**src/rtl/rpc_pkg.sv**
```systemverilog
package rpc_pkg;
  typedef enum logic [1:0] {
    ST_IDLE,
    ST_CHECK,
    ST_WAIT_PART,
    ST_WAIT_PTE
  } rpc_state_e;

  localparam int SLOT_PART = 0;
  localparam int SLOT_PID  = 1;
  localparam int SLOT_ZERO = 2;
  localparam int NSLOT     = 3;
endpackage

```
**src/rtl/rpc_slot.sv**
```systemverilog
module rpc_slot #(
  parameter int W = 64
) (
  input  logic         clk_i,
  input  logic         rst_ni,
  input  logic         clr_i,
  input  logic         set_i,
  input  logic [W-1:0] data_i,
  output logic         vld_o,
  output logic [W-1:0] data_o
);
  always_ff @(posedge clk_i or negedge rst_ni) begin
    if (!rst_ni) begin
      vld_o  <= 1'b0;
      data_o <= '0;
    end else if (clr_i) begin
      vld_o  <= 1'b0;
    end else if (set_i) begin
      vld_o  <= 1'b1;
      data_o <= data_i;
    end
  end
endmodule

```
**src/rtl/rpc_addr.sv**
```systemverilog
module rpc_addr #(
  parameter int AW        = 64,
  parameter int PID_W     = 20,
  parameter int PTE_SHIFT = 4,
  parameter int PART_OFS  = 8
) (
  input  logic [AW-1:0]    ptcr_i,
  input  logic [AW-1:0]    base_i,
  input  logic [PID_W-1:0] pid_i,
  input  logic             part_i,
  input  logic             sel_i,
  output logic [AW-1:0]    addr_o
);
  localparam int PAD = AW - PID_W - PTE_SHIFT;

  logic [AW-1:0] pid_off;
  assign pid_off = {{PAD{1'b0}}, pid_i, {PTE_SHIFT{1'b0}}};

  always_comb begin
    if (part_i)     addr_o = ptcr_i + AW'(PART_OFS);
    else if (sel_i) addr_o = base_i;
    else            addr_o = base_i + pid_off;
  end
endmodule

```
**src/rtl/rpc_ctrl.sv**
```systemverilog
module rpc_ctrl
  import rpc_pkg::*;
(
  input  logic clk_i,
  input  logic rst_ni,
  input  logic req_i,
  input  logic sel_i,
  input  logic part_vld_i,
  input  logic pid_vld_i,
  input  logic zero_vld_i,
  input  logic inv_i,
  input  logic mem_rvalid_i,
  output logic rdy_o,
  output logic mem_req_o,
  output logic sel_o,
  output logic hit_o,
  output logic fill_part_o,
  output logic fill_pid_o,
  output logic fill_zero_o
);
  rpc_state_e state_q, state_d;
  logic sel_q, stale_q, drop, slot_hit, waiting_d;

  assign sel_o     = sel_q;
  assign slot_hit  = sel_q ? zero_vld_i : pid_vld_i;
  assign drop      = stale_q | inv_i;
  assign waiting_d = (state_d == ST_WAIT_PART) || (state_d == ST_WAIT_PTE);

  always_comb begin
    state_d     = state_q;
    rdy_o       = 1'b0;
    mem_req_o   = 1'b0;
    hit_o       = 1'b0;
    fill_part_o = 1'b0;
    fill_pid_o  = 1'b0;
    fill_zero_o = 1'b0;
    unique case (state_q)
      ST_IDLE: begin
        rdy_o = 1'b1;
        if (req_i) state_d = ST_CHECK;
      end
      ST_CHECK: begin
        if (slot_hit) begin
          hit_o   = 1'b1;
          state_d = ST_IDLE;
        end else begin
          mem_req_o = 1'b1;
          state_d   = part_vld_i ? ST_WAIT_PTE : ST_WAIT_PART;
        end
      end
      ST_WAIT_PART: begin
        if (mem_rvalid_i) begin
          fill_part_o = !drop;
          state_d     = ST_CHECK;
        end
      end
      ST_WAIT_PTE: begin
        if (mem_rvalid_i) begin
          fill_pid_o  = !drop && !sel_q;
          fill_zero_o = !drop && sel_q;
          state_d     = ST_CHECK;
        end
      end
      default: state_d = ST_IDLE;
    endcase
  end

  always_ff @(posedge clk_i or negedge rst_ni) begin
    if (!rst_ni) begin
      state_q <= ST_IDLE;
      sel_q   <= 1'b0;
      stale_q <= 1'b0;
    end else begin
      state_q <= state_d;
      stale_q <= waiting_d & (stale_q | inv_i);
      if (state_q == ST_IDLE && req_i) sel_q <= sel_i;
    end
  end
endmodule

```
**src/rtl/root_ptr_cache.sv**
```systemverilog
module root_ptr_cache
  import rpc_pkg::*;
#(
  parameter int AW        = 64,
  parameter int PID_W     = 20,
  parameter int PTE_SHIFT = 4,
  parameter int PART_OFS  = 8,
  parameter int RIC_W     = 2,
  parameter int RIC_ALL   = 2
) (
  input  logic             clk_i,
  input  logic             rst_ni,
  input  logic             ptcr_we_i,
  input  logic [AW-1:0]    ptcr_wdata_i,
  input  logic             base_we_i,
  input  logic [AW-1:0]    base_wdata_i,
  input  logic             pid_we_i,
  input  logic [PID_W-1:0] pid_wdata_i,
  input  logic             inval_i,
  input  logic [RIC_W-1:0] inval_ric_i,
  input  logic             req_i,
  input  logic [AW-1:0]    req_ea_i,
  output logic             rdy_o,
  output logic             resp_valid_o,
  output logic [AW-1:0]    resp_root_o,
  output logic             mem_req_o,
  output logic [AW-1:0]    mem_addr_o,
  input  logic             mem_rvalid_i,
  input  logic [AW-1:0]    mem_rdata_i,
  output logic             tlb_flush_o
);
  logic [AW-1:0]    ptcr_q;
  logic [PID_W-1:0] pid_q;
  logic             flush_q;
  logic             ric_all, any_inv, sel, hit;
  logic             fill_part, fill_pid, fill_zero;
  logic [NSLOT-1:0] slot_clr, slot_set, slot_vld;
  logic [AW-1:0]    slot_din  [NSLOT];
  logic [AW-1:0]    slot_dout [NSLOT];
  logic             unused_ea;

  assign unused_ea = ^req_ea_i[AW-2:0];
  assign ric_all   = inval_i && (inval_ric_i == RIC_W'(RIC_ALL));
  assign any_inv   = ptcr_we_i | base_we_i | pid_we_i | ric_all;

  always_ff @(posedge clk_i or negedge rst_ni) begin
    if (!rst_ni) begin
      ptcr_q  <= '0;
      pid_q   <= '0;
      flush_q <= 1'b0;
    end else begin
      flush_q <= ptcr_we_i | base_we_i | pid_we_i;
      if (ptcr_we_i) ptcr_q <= ptcr_wdata_i;
      if (pid_we_i)  pid_q  <= pid_wdata_i;
    end
  end
  assign tlb_flush_o = flush_q;

  // per-slot clear rules; clear dominates set
  assign slot_clr[SLOT_PART] = ptcr_we_i;
  assign slot_set[SLOT_PART] = base_we_i | fill_part;
  assign slot_din[SLOT_PART] = base_we_i ? base_wdata_i : mem_rdata_i;
  assign slot_clr[SLOT_PID]  = ptcr_we_i | base_we_i | pid_we_i | ric_all;
  assign slot_set[SLOT_PID]  = fill_pid;
  assign slot_din[SLOT_PID]  = mem_rdata_i;
  assign slot_clr[SLOT_ZERO] = ptcr_we_i | base_we_i | ric_all;
  assign slot_set[SLOT_ZERO] = fill_zero;
  assign slot_din[SLOT_ZERO] = mem_rdata_i;

  for (genvar g = 0; g < NSLOT; g++) begin : g_slot
    rpc_slot #(.W(AW)) u_slot (
      .clk_i  (clk_i),
      .rst_ni (rst_ni),
      .clr_i  (slot_clr[g]),
      .set_i  (slot_set[g]),
      .data_i (slot_din[g]),
      .vld_o  (slot_vld[g]),
      .data_o (slot_dout[g])
    );
  end

  rpc_ctrl u_ctrl (
    .clk_i        (clk_i),
    .rst_ni       (rst_ni),
    .req_i        (req_i),
    .sel_i        (req_ea_i[AW-1]),
    .part_vld_i   (slot_vld[SLOT_PART]),
    .pid_vld_i    (slot_vld[SLOT_PID]),
    .zero_vld_i   (slot_vld[SLOT_ZERO]),
    .inv_i        (any_inv),
    .mem_rvalid_i (mem_rvalid_i),
    .rdy_o        (rdy_o),
    .mem_req_o    (mem_req_o),
    .sel_o        (sel),
    .hit_o        (hit),
    .fill_part_o  (fill_part),
    .fill_pid_o   (fill_pid),
    .fill_zero_o  (fill_zero)
  );

  rpc_addr #(
    .AW(AW), .PID_W(PID_W), .PTE_SHIFT(PTE_SHIFT), .PART_OFS(PART_OFS)
  ) u_addr (
    .ptcr_i (ptcr_q),
    .base_i (slot_dout[SLOT_PART]),
    .pid_i  (pid_q),
    .part_i (!slot_vld[SLOT_PART]),
    .sel_i  (sel),
    .addr_o (mem_addr_o)
  );

  always_ff @(posedge clk_i or negedge rst_ni) begin
    if (!rst_ni) begin
      resp_valid_o <= 1'b0;
      resp_root_o  <= '0;
    end else begin
      resp_valid_o <= hit;
      if (hit) resp_root_o <= sel ? slot_dout[SLOT_ZERO] : slot_dout[SLOT_PID];
    end
  end
endmodule

```
**config.mk**
```make
export PLATFORM = sky130hd
export DESIGN_NAME = root_ptr_cache
export DESIGN_NICKNAME = d
export VERILOG_FILES = /design/src/rtl/rpc_pkg.sv /design/src/rtl/rpc_slot.sv /design/src/rtl/rpc_addr.sv /design/src/rtl/rpc_ctrl.sv /design/src/rtl/root_ptr_cache.sv
export SDC_FILE = /design/constraint.sdc
export NUM_CORES = 1
export LEC_CHECK = 0
export BUFFER_PORTS_ARGS = -buffer_cell sky130_fd_sc_hd__buf_2
export CORE_ASPECT_RATIO = 2
export CORE_MARGIN = 4
export CORE_UTILIZATION = 35
export DETAILED_ROUTE_END_ITERATION = 6
export MAX_ROUTING_LAYER = met4
export PLACE_DENSITY = 0.66
export SYNTH_ARGS = -nofsm -noshare
export SYNTH_HDL_FRONTEND = slang
export SYNTH_SLANG_ARGS = --single-unit
export TNS_END_PERCENT = 1
```
**constraint.sdc**
```tcl
create_clock -name clk_i -period 8.7 [get_ports clk_i]
set_clock_uncertainty 0.2 [all_clocks]
set_input_delay 1.74 -clock clk_i [delete_from_list [all_inputs] [get_ports clk_i]]
set_output_delay 1.74 -clock clk_i [all_outputs]
set_load 0.005 [all_outputs]
```
==> results <==
- The final critical-path share of the clock period is 67.3%.
- The dominant cell by count in the synthesized netlist is sky130_fd_sc_hd__dfrtp_1.
- The worst-case vdd ir drop is between 0.2 and 0.25 mV.
- The clock tree from TritonCTS is done.
- The number of hold violations in the final report came to 0.
- In this run the clock root is driven by a sky130_fd_sc_hd__clkbuf_16.
- After synthesis, the cell types taking the most area are sky130_fd_sc_hd__dfrtp_1 (49%), sky130_fd_sc_hd__mux2_2 (13%), sky130_fd_sc_hd__mux2i_1 (7.3%), sky130_fd_sc_hd__a21oi_1 (5.7%), sky130_fd_sc_hd__nor2_1 (4.3%).
- The synthesized design contains between 300 and 400 register bits.
- The worst setup path is captured at an output pin.
- Once the floorplan was initialized, standard cells occupied between 30% and 40% of the core.
- Wires add up to ~59 mm.
- The congestion estimate from routability-driven global placement came to 0.886.
- The number of nets with antenna violations after routing is 0.
- The final count of pins violating max slew was 0.
- In this run the tool buffered the top-level ports with roughly 350 buffer cells.
- The placement-stage worst setup slack is 3.35 ns.
- The most used flip-flop cell after synthesis is sky130_fd_sc_hd__dfrtp_1.
- Summed over all layers, the global routing overflow is 0.
- The path class of the tightest hold or removal check is flop to flop.
- The post-place instance area is 20200 µm².
- The number of instances in the synthesized netlist is 1661.
- In the global route stage, overall resource usage came out at a little over a fifth.
- sky130_fd_sc_hd__dfrtp_1 takes more of the synthesized area than any other cell.
- The die area is around 55000 µm².
- The combinational family with the most area after synthesis is multiplexers.
- Clock-pin slew was measured on the worst setup and hold paths at approximately 0.06 ns.
- The synthesized netlist net count is roughly 2000.
- Hold repair after CTS inserted 0 buffers.
- The number of vias per cell after detailed routing is approximately 5.2.
- The total power per unit cell area is ~260 nW/µm².
- The HPWL reported at the end of detailed placement is roughly 45 mm.
- The final number of setup-violating endpoints is 0.
- The tree built by TritonCTS fans out to 349 sinks.
- The largest net degree at the start of global routing is around 170.
- Headroom to the max-slew limit came out at roughly 23%.
- In this run the count of I/O pins placed on the die edge is 418.
- The start-to-end type of the worst setup path is flop to output pin.
- The number of global-route vias before repair is roughly 15000.
- The post-route DRC violation count is 0.
- The total clock buffers created by CTS is 37.
- The slew of the pin with the lowest slew margin is 1.15 ns.
- The setup TNS is 0 ns.
- Summed over all cells, the static leakage comes to ~10 nW.
- In the final design database the tool counted roughly 2300 nets.
- Across the run, the number of max-cap violations was 0.
- The number of buffers on the longest clock path is 3.
- Net switching is 32.3% of the power.
- The die is around 170 µm wide.
- The time the final worst path needs with I/O delays and setup is a little under 6 ns.
- For this run, the number of Yosys warnings is 0.
- Of the total synthesized cell area, the portion taken by XOR and XNOR cells is 5.63%.
- The worst slack on hold paths is ~0.3 ns.
- The run finished with clean final reports.
- The number of H-tree levels is 2.
- The cell row count is approximately 120.
- The layout-stage area growth over the synthesis result is 20.4%.
- The relative contribution of combinational cells to total power is 26.4%.
- The top cell type by area accounts for just under 50% of the synthesized area.
- For the worst setup path, the data required time is between 6 and 7 ns.
- The proportion of synthesized chip area in sequential cells is just under 50%.
- The proportion of synthesized flip-flops having asynchronous set or reset is between 90% and 100%.
- The sequential power share is approximately 43%.
- Setup repair after global routing left no endpoint under its margin.
- The fraction of final layout cells with drive strength greater than 1 is 33.6%.
- The clock power share is between 30% and 40%.
- The clock latency of the later-clocked register in the worst-skew pair is 0.53 ns.
- Gates resized during post-CTS repair numbered 0.
- For the worst setup path, the data arrival time is slightly below 4 ns.
- The switching power total is ~1.8 mW.
- After Yosys synthesis, full adders, half adders and majority gates account for under 10% of the synthesized area.
- The final critical-path setup slack is 2.84 ns.
- The first global-routing pass estimated ~88 mm of wire.
- The via count is approximately 14000.
- Dividing the detail-routed wire length by the instance count gives 22.2 µm.
- The startpoint class of the critical path is a flop.
- The distinct cell type count after synthesis is 65.
- The detailed router finished its first iteration with ~790 violations.
- The final design instance area without fill is 21500 µm².
- The maximum net fanout on the critical path is 48.
- Of the total synthesized cell area, the portion taken by AND, OR, NAND and NOR gates is 11.8%.
- The multiplexer fraction of the synthesized cell area is a little over a fifth.
- Yosys mapped a number of flops with a built-in enable equal to 0.
- The number of antenna violations at the first check in global routing came to 9.
- The synthesized netlist devotes under 10% of its cell area to compound gates.
- The cell-internal power is about 3.7 mW.
- The count of buffers added by post-CTS timing repair for setup is 0.
- Timing would allow up to 0.171 GHz.
- Averaged over all synthesized cells, the footprint is roughly 11 µm².
- The standard cell core area is a little over 50000 µm².
- The iteration count of the initial detailed-routing pass is 5.
- Counting instances in the post-synthesis netlist gives the leading cell types as sky130_fd_sc_hd__dfrtp_1 (349), sky130_fd_sc_hd__mux2_2 (214), sky130_fd_sc_hd__nor2_1 (204), sky130_fd_sc_hd__a21oi_1 (203), sky130_fd_sc_hd__mux2i_1 (131).
- The floorplan die height is between 300 and 400 µm.
- The post-synthesis instance area is between 15000 and 20000 µm².
- The post-layout utilization of the core is 42.4%.
==> registers in the layout (all words and copies together) (netlist names) <==
signal	count
g_slot.u_slot.data_o	192
ptcr_q	64
resp_root_o	64
pid_q	20
g_slot.u_slot.vld_o	3
u_ctrl.state_q	2
resp_valid_o	1
tlb_flush_o	1
u_ctrl.sel_o	1
u_ctrl.stale_q	1
==> metrics by stage <==
step,power (mW),std cells
after global placement,3.82,2585
after CTS,5.62,2650
after floorplan,3.25,1661
after detailed placement,3.89,2585
final,5.53,2658
after global routing,5.86,2658
==> cell type report <==
cell class	instances	area, µm²
Timing Repair Buffer	366	1890
Inverter	19	71.3
Clock buffer	46	1010
Tap cell	654	818
Antenna cell	8	20.0
Clock inverter	19	272
Sequential cell	349	8740
Fill cell	4879	29300
Multi-Input combinational cell	1197	8720
==> power by group through the flow <==
stage / registers (mW) / logic [mW] / clock network, mW
after detailed placement: 2.41 / 1.48 / 0
after floorplan: 2.26 / 0.994 / 0
after global placement: 2.38 / 1.44 / 0
final: 2.37 / 1.46 / 1.69
after CTS: 2.38 / 1.49 / 1.75
after global routing: 2.43 / 1.63 / 1.80
==> metal layers <==
metal / vias up / global-route usage (%) / part of all wire, %
met5: - / - / 0
met4: 0 / 14.1 / 7.7
met3: 142 / 3.74 / 4.8
met2: 437 / 39.2 / 54
met1: 6832 / 20.7 / 33
li1: 6501 / - / -
==> worst paths after layout <==
path                                                     from                                 endpoint  slack [ns]  depth (start not counted)
max in group asynchronous                              rst_ni                    ptcr_q[6]$_DFFE_PN0P_        5.71                          2
min                        g_slot[1].u_slot.vld_o$_DFFE_PN0P_       g_slot[1].u_slot.vld_o$_DFFE_PN0P_        0.30                          1
min in group asynchronous                              rst_ni  g_slot[2].u_slot.data_o[38]$_DFFE_PN0P_        1.01                          1
max reg2reg                          u_ctrl.sel_o$_DFFE_PN0P_              resp_root_o[22]$_DFFE_PN0P_        5.44                          5
min reg2reg                g_slot[1].u_slot.vld_o$_DFFE_PN0P_       g_slot[1].u_slot.vld_o$_DFFE_PN0P_        0.30                          1
max                                  u_ctrl.sel_o$_DFFE_PN0P_                           mem_addr_o[63]        2.84                          9
==> cells by family (layout without fill, tap and decap cells) <==
family / Yosys count / after routing
multiplexers: 345 / 345
buffers and inverters: 115 / 450
flip-flops: 349 / 349
XOR/XNOR: 115 / 115
AO/OA/AOI/OAI: 278 / 278
adder cells (fa/ha/maj): 22 / 22
AND/OR/NAND/NOR: 437 / 437
other: 0 / 8
==> critical path: stages (launching register included) <==
cell and delay, ns:
sky130_fd_sc_hd__dfrtp_4 0.79, sky130_fd_sc_hd__inv_2 0.47, sky130_fd_sc_hd__and3_1 0.40, sky130_fd_sc_hd__nand2_1 0.10, sky130_fd_sc_hd__or4_1 0.57, sky130_fd_sc_hd__nor3_1 0.24
sky130_fd_sc_hd__nand4_1 0.14, sky130_fd_sc_hd__xor2_1 0.31, sky130_fd_sc_hd__a21oi_1 0.14, sky130_fd_sc_hd__buf_2 0.20
==> placed cells by master, fill, tap and decap left out, types with 4 or more instances in the layout <==
cell,instances
sky130_fd_sc_hd__xor2_1,31
sky130_fd_sc_hd__clkbuf_8,5
sky130_fd_sc_hd__nand2_1,71
sky130_fd_sc_hd__and4_1,5
sky130_fd_sc_hd__mux2_2,214
sky130_fd_sc_hd__o21ai_0,26
sky130_fd_sc_hd__inv_1,18
sky130_fd_sc_hd__nand3_1,41
sky130_fd_sc_hd__a21oi_1,203
sky130_fd_sc_hd__nor2_1,203
sky130_fd_sc_hd__a211o_1,4
sky130_fd_sc_hd__a211oi_1,4
sky130_fd_sc_hd__buf_4,12
sky130_fd_sc_hd__and2_1,5
sky130_fd_sc_hd__o22ai_1,6
sky130_fd_sc_hd__buf_2,352
sky130_fd_sc_hd__xnor2_1,84
sky130_fd_sc_hd__clkbuf_1,4
sky130_fd_sc_hd__a21o_1,7
sky130_fd_sc_hd__mux2i_1,131
sky130_fd_sc_hd__and3_1,21
sky130_fd_sc_hd__ha_1,21
sky130_fd_sc_hd__dfrtp_1,347
sky130_fd_sc_hd__clkinvlp_4,6
sky130_fd_sc_hd__diode_2,8
sky130_fd_sc_hd__nand4_1,25
sky130_fd_sc_hd__clkbuf_16,37
sky130_fd_sc_hd__bufinv_16,6
sky130_fd_sc_hd__nor4_2,6
sky130_fd_sc_hd__nor4_1,17
sky130_fd_sc_hd__nor3_1,11
sky130_fd_sc_hd__o211ai_1,8
sky130_fd_sc_hd__clkinv_2,4
Power figures use the tool's default switching activity.
